==> src/rtl/io_port_pkg.sv <==
package io_port_pkg;
  localparam int unsigned DEC_W      = 16;      // decoded address bits
  localparam logic [7:0]  GROUP_TAG  = 8'hEF;   // upper address byte of the group
  localparam logic [7:0]  BYTE_OFS   = 8'h00;   // shared input/output byte port
  localparam logic [6:0]  WORD_SLOT  = 7'h01;   // offsets 0x02/0x03 word port
  localparam int unsigned LANE_W     = 8;

  typedef struct packed {
    logic byte_rd;
    logic byte_wr;
    logic word_lo_wr;
    logic word_hi_wr;
  } port_sel_t;
endpackage

==> src/rtl/io_addr_decode.sv <==
module io_addr_decode
  import io_port_pkg::*;
#(
  parameter int unsigned ADDR_W = 20
) (
  input  logic [ADDR_W-1:0] addr,
  input  logic              rd_n,
  input  logic              wr_n,
  input  logic              bhe_n,
  output port_sel_t         sel
);
  logic [DEC_W-1:0] low_addr;
  logic             grp_hit;
  logic             byte_hit;
  logic             word_hit;

  // only the decoded span is looked at; higher bits are dropped
  assign low_addr = addr[DEC_W-1:0];
  assign grp_hit  = (low_addr[15:8] == GROUP_TAG);
  assign byte_hit = grp_hit && (low_addr[7:0] == BYTE_OFS);
  assign word_hit = grp_hit && (low_addr[7:1] == WORD_SLOT);

  always_comb begin
    sel            = '0;
    sel.byte_rd    = byte_hit && !rd_n;
    sel.byte_wr    = byte_hit && !wr_n;
    sel.word_lo_wr = word_hit && !wr_n && !low_addr[0];
    sel.word_hi_wr = word_hit && !wr_n && !bhe_n;
  end
endmodule

==> src/rtl/io_lane_reg.sv <==
module io_lane_reg #(
  parameter int unsigned W = 8
) (
  input  logic         clk,
  input  logic         rst_n,
  input  logic         en,
  input  logic [W-1:0] d,
  output logic [W-1:0] q
);
  logic [W-1:0] q_nxt;

  always_comb begin
    q_nxt = q;
    if (en) q_nxt = d;
  end

  always_ff @(posedge clk or negedge rst_n) begin
    if (!rst_n) q <= '0;
    else        q <= q_nxt;
  end

  AST_LANE_HOLD: assert property (@(posedge clk) disable iff (!rst_n)
    !en |=> $stable(q));
  AST_LANE_CAPTURE: assert property (@(posedge clk) disable iff (!rst_n)
    en |=> (q == $past(d)));
endmodule

==> src/rtl/io_in_gate.sv <==
module io_in_gate #(
  parameter int unsigned W = 8
) (
  input  logic         rd_sel,
  input  logic [W-1:0] pins,
  output logic         oe,
  output logic [W-1:0] rdata
);
  always_comb begin
    oe    = rd_sel;
    rdata = '0;
    if (rd_sel) rdata = pins;
  end
endmodule

==> src/rtl/io_port_block.sv <==
module io_port_block
  import io_port_pkg::*;
#(
  parameter int unsigned ADDR_W       = 20,
  parameter bit          WORD_PORT_EN = 1'b1
) (
  input  logic              clk,
  input  logic              rst_n,
  input  logic [ADDR_W-1:0] io_addr,
  input  logic [15:0]       wdata,
  input  logic              rd_n,
  input  logic              wr_n,
  input  logic              bhe_n,
  input  logic [7:0]        pins_in,
  output logic [7:0]        bus_rdata,
  output logic              bus_oe,
  output logic [7:0]        led_out,
  output logic [15:0]       word_out
);
  localparam int unsigned LANES = 16 / LANE_W;

  port_sel_t sel;

  io_addr_decode #(.ADDR_W(ADDR_W)) u_dec (
    .addr  (io_addr),
    .rd_n  (rd_n),
    .wr_n  (wr_n),
    .bhe_n (bhe_n),
    .sel   (sel)
  );

  io_in_gate #(.W(LANE_W)) u_in (
    .rd_sel (sel.byte_rd),
    .pins   (pins_in),
    .oe     (bus_oe),
    .rdata  (bus_rdata)
  );

  io_lane_reg #(.W(LANE_W)) u_led (
    .clk   (clk),
    .rst_n (rst_n),
    .en    (sel.byte_wr),
    .d     (wdata[LANE_W-1:0]),
    .q     (led_out)
  );

  generate
    if (WORD_PORT_EN) begin : g_word
      logic [LANES-1:0] lane_en;
      assign lane_en[0] = sel.word_lo_wr;
      assign lane_en[1] = sel.word_hi_wr;
      for (genvar g = 0; g < LANES; g++) begin : g_lane
        io_lane_reg #(.W(LANE_W)) u_lane (
          .clk   (clk),
          .rst_n (rst_n),
          .en    (lane_en[g]),
          .d     (wdata[g*LANE_W +: LANE_W]),
          .q     (word_out[g*LANE_W +: LANE_W])
        );
      end
    end else begin : g_noword
      assign word_out = '0;
    end
  endgenerate

  AST_OE_ONLY_ON_READ: assert property (@(posedge clk) disable iff (!rst_n)
    bus_oe |-> (!rd_n && io_addr[15:0] == {GROUP_TAG, BYTE_OFS}));
  AST_IDLE_BUS_QUIET: assert property (@(posedge clk) disable iff (!rst_n)
    !bus_oe |-> (bus_rdata == 8'h00));
  AST_HIGH_LANE_GUARD: assert property (@(posedge clk) disable iff (!rst_n)
    (bhe_n || wr_n) |=> $stable(word_out[15:8]));
  AST_LED_NEEDS_WRITE: assert property (@(posedge clk) disable iff (!rst_n)
    wr_n |=> $stable(led_out));
endmodule

==> config.mk <==
export PLATFORM = sky130hd
export DESIGN_NAME = io_port_block
export DESIGN_NICKNAME = d
export VERILOG_FILES = /design/src/rtl/io_port_pkg.sv /design/src/rtl/io_addr_decode.sv /design/src/rtl/io_lane_reg.sv /design/src/rtl/io_in_gate.sv /design/src/rtl/io_port_block.sv
export SDC_FILE = /design/constraint.sdc
export NUM_CORES = 1
export LEC_CHECK = 0
export ABC_CLOCK_PERIOD_IN_PS = 2100
export BUFFER_PORTS_ARGS = -buffer_cell sky130_fd_sc_hd__buf_2
export CORE_MARGIN = 2
export CORE_UTILIZATION = 39
export CTS_CLUSTER_DIAMETER = 80
export DETAILED_ROUTE_END_ITERATION = 8
export PLACE_DENSITY = 0.86
export SLEW_MARGIN = 20
export SYNTH_ARGS = -nofsm -noshare
export SYNTH_HDL_FRONTEND = slang
export SYNTH_SLANG_ARGS = --single-unit
==> constraint.sdc <==
create_clock -name clk -period 2.1 [get_ports clk]
set_input_delay 0.21 -clock clk [delete_from_list [all_inputs] [get_ports clk]]
set_output_delay 0.21 -clock clk [all_outputs]
set_load 0.1 [all_outputs]
==> impl_metrics.tcl <==
set metrics [dict create \
    syn_to_final_growth_pct 60.2 \
    cts.clk_slew.worst_paths_ns 0.12 \
    gr-total-overflow 0 \
    period_share 0.870 \
    worstMarginPinSlew_ns 0.593 \
    synth_top_area_cell "dfrtp_1" \
    reg2reg_slack_ns 1.32 \
    fin_tns_setup_ns 0 \
    layout.cells.most_common "buf_2" \
    netlist_area_um2 1080 \
    skew_ns 0 \
    coreArea_um2 2690 \
    cts_tree "done" \
    hold_class "input port to flip-flop" \
    cp_num_buf_inv 2 \
    cp.arrival_ns 1.62 \
    hpwl_mm 2.16 \
    leakage_nw 0.987 \
    vias 899 \
    setup_ws_ns 0.274 \
    synth_top_area_share 0.557 \
    rr_worst_depth 1 \
    report.final.slew_viol_count 0 \
    layout_common_cells "buf_2, dfrtp_1, mux2_2" \
    die_w_um 56.6 \
    ys_ff_latch 24 \
    period_needed_ns 1.83 \
    grt_start_max_net_pins 25 \
    maxCapViolations 0 \
    synth_fp_nets 118 \
    ant_nets 0 \
    start_util 0.401 \
    worst_path_largest_cell_delay_ns 0.40 \
    clock_latency_ns 0.31 \
    worst_hold_path.endpoint "g_word.g_lane[1].u_lane.q[6]$_DFFE_PN0P_" \
    synth_top_cells_by_area "dfrtp_1, mux2_2, mux2_4" \
    grt_pass1_wl_mm 4.11 \
    fin_util 0.643 \
    ir_worst_vdd_v 0.000560 \
    avgSynthCellArea_um2 15.6 \
    hold_start "wdata[14]" \
    hold_depth 2 \
    via_per_inst 4.94 \
    post_cts_buffers 0 \
    n_antenna_cell 0 \
    slew_headroom 0.602 \
    synth-seq-area-share 0.557 \
    fp-row-count 19 \
    num_io_pins 82 \
    cts.root.buffer_cell "clkbuf_4" \
    hold_viol 0 \
    grt_usage 0.168 \
    dp_slack_ns 0.199 \
    rsz0062_at_grt "false" \
    drtIter0Drc 23 \
    yosysWarnings 0 \
    reg2reg_from "u_led.q[5]$_DFFE_PN0P_" \
    firstDrtPassIters 4 \
    cts_buffer_depth 2 \
    die_h_um 56.6 \
    cts_buffers 3 \
    htree_levels 1 \
    start_kind "input port" \
    antenna_found_initial 0 \
    power_density_nw_per_um2 493 \
    worst_path_max_delay_cell "nor3_4" \
    required_ns 1.89 \
    end_kind "output pin" \
    portBuffers 77 \
    final_nets 201 \
    status "complete, no violations" \
    fmax_mhz 548 \
    cp_cell_sequence "buf_2 -> nor4_4 -> nand4_1 -> nor3_4 -> and2_4 -> buf_12" \
    clock_sinks 24 \
    reg2reg_to "u_led.q[5]$_DFFE_PN0P_" \
    route.detailed.drc 0 \
    drive_above_1_share 0.788 \
    synth_cell_type_count 15 \
    dieArea_um2 3200 \
    crit_family "simple AND/OR/NAND/NOR gates" \
    wl_per_cell_um 14.3 \
    ctsResizeCount 0 \
    setup_viol 0 \
    critPathKind "input port to output pin" \
    finalWeightedCongestion 0.754 \
    syn_inst 69 \
    wirelength_mm 2.60 \
    path_max_fanout 9 \
    first_global_vias 924 \
    holdBufCountCts 1 \
    hold_slack_ns 0.128 \
]
-- metrics by stage --
stage,cell area (um2),total power (W),std cells
final,1730,0.000852,182
after global routing,1730,0.000890,182
after CTS,1730,0.000868,182
after detailed placement,1670,0.000536,177
after global placement,1670,0.000533,177
after floorplan,1110,0.000478,69
-- report_power, final --
group / switching (W) / internal, W / leakage, nW / total, W
logic: 0.0000315 / 0.0000338 / 0.624 / 0.0000653
registers: 0.0000000803 / 0.000462 / 0.335 / 0.000462
clock network: 0.000132 / 0.000193 / 0.0279 / 0.000325
total: 0.000164 / 0.000689 / 0.987 / 0.000852
-- layer usage --
| metal | GRT usage | vias to the layer above | part of all wire |
|---|---|---|---|
| met5 | 0 | - | 0 |
| met4 | 0.0714 | 0 | 0.0081 |
| met3 | 0.0300 | 2 | 0.092 |
| met2 | 0.326 | 53 | 0.55 |
| met1 | 0.173 | 428 | 0.35 |
| li1 | - | 416 | - |
-- cells by family (layout without fill, tap and decap cells) --
family	Yosys count	count (layout)	share of synthesized area
buffers and inverters	1	83	0.0104
flip-flops	24	24	0.557
AND/OR/NAND/NOR	20	20	0.154
multiplexers	24	24	0.278
-- flip-flops by register name, indices dropped and copies added (netlist names) --
signal	flops
g_word.g_lane.u_lane.q	16
u_led.q	8
-- final cells by class --
class                           count  area, um2
Fill cell                         223        958
Sequential cell                    24        601
Timing Repair Buffer               79        538
Multi-Input combinational cell     44        498
Tap cell                           31       38.8
Clock inverter                      1       30.0
Clock buffer                        3       22.5
-- cells in the mapped netlist (all sizes together) --
cell type  number
and2            8
and4            1
and4b           1
buf             1
dfrtp          24
mux2           24
nand2b          1
nand4           2
nor2            1
nor3            3
nor4            2
or3             1
-- worst max-delay path by stage --
stage                     depth (start not counted)  slack (ns)                                       end       start
after global routing                              6        0.12                              bus_rdata[3]  io_addr[3]
after detailed placement                          5        0.20  g_word.g_lane[1].u_lane.q[5]$_DFFE_PN0P_  io_addr[3]
after CTS                                         6        0.25                              bus_rdata[3]  io_addr[3]
after floorplan                                   4       -0.22                              bus_rdata[0]  io_addr[3]
after global placement                            5        0.22  g_word.g_lane[1].u_lane.q[1]$_DFFE_PN0P_  io_addr[3]
final                                             6        0.27                              bus_rdata[3]  io_addr[3]
Note: power is estimated with default switching activity, not from simulation.
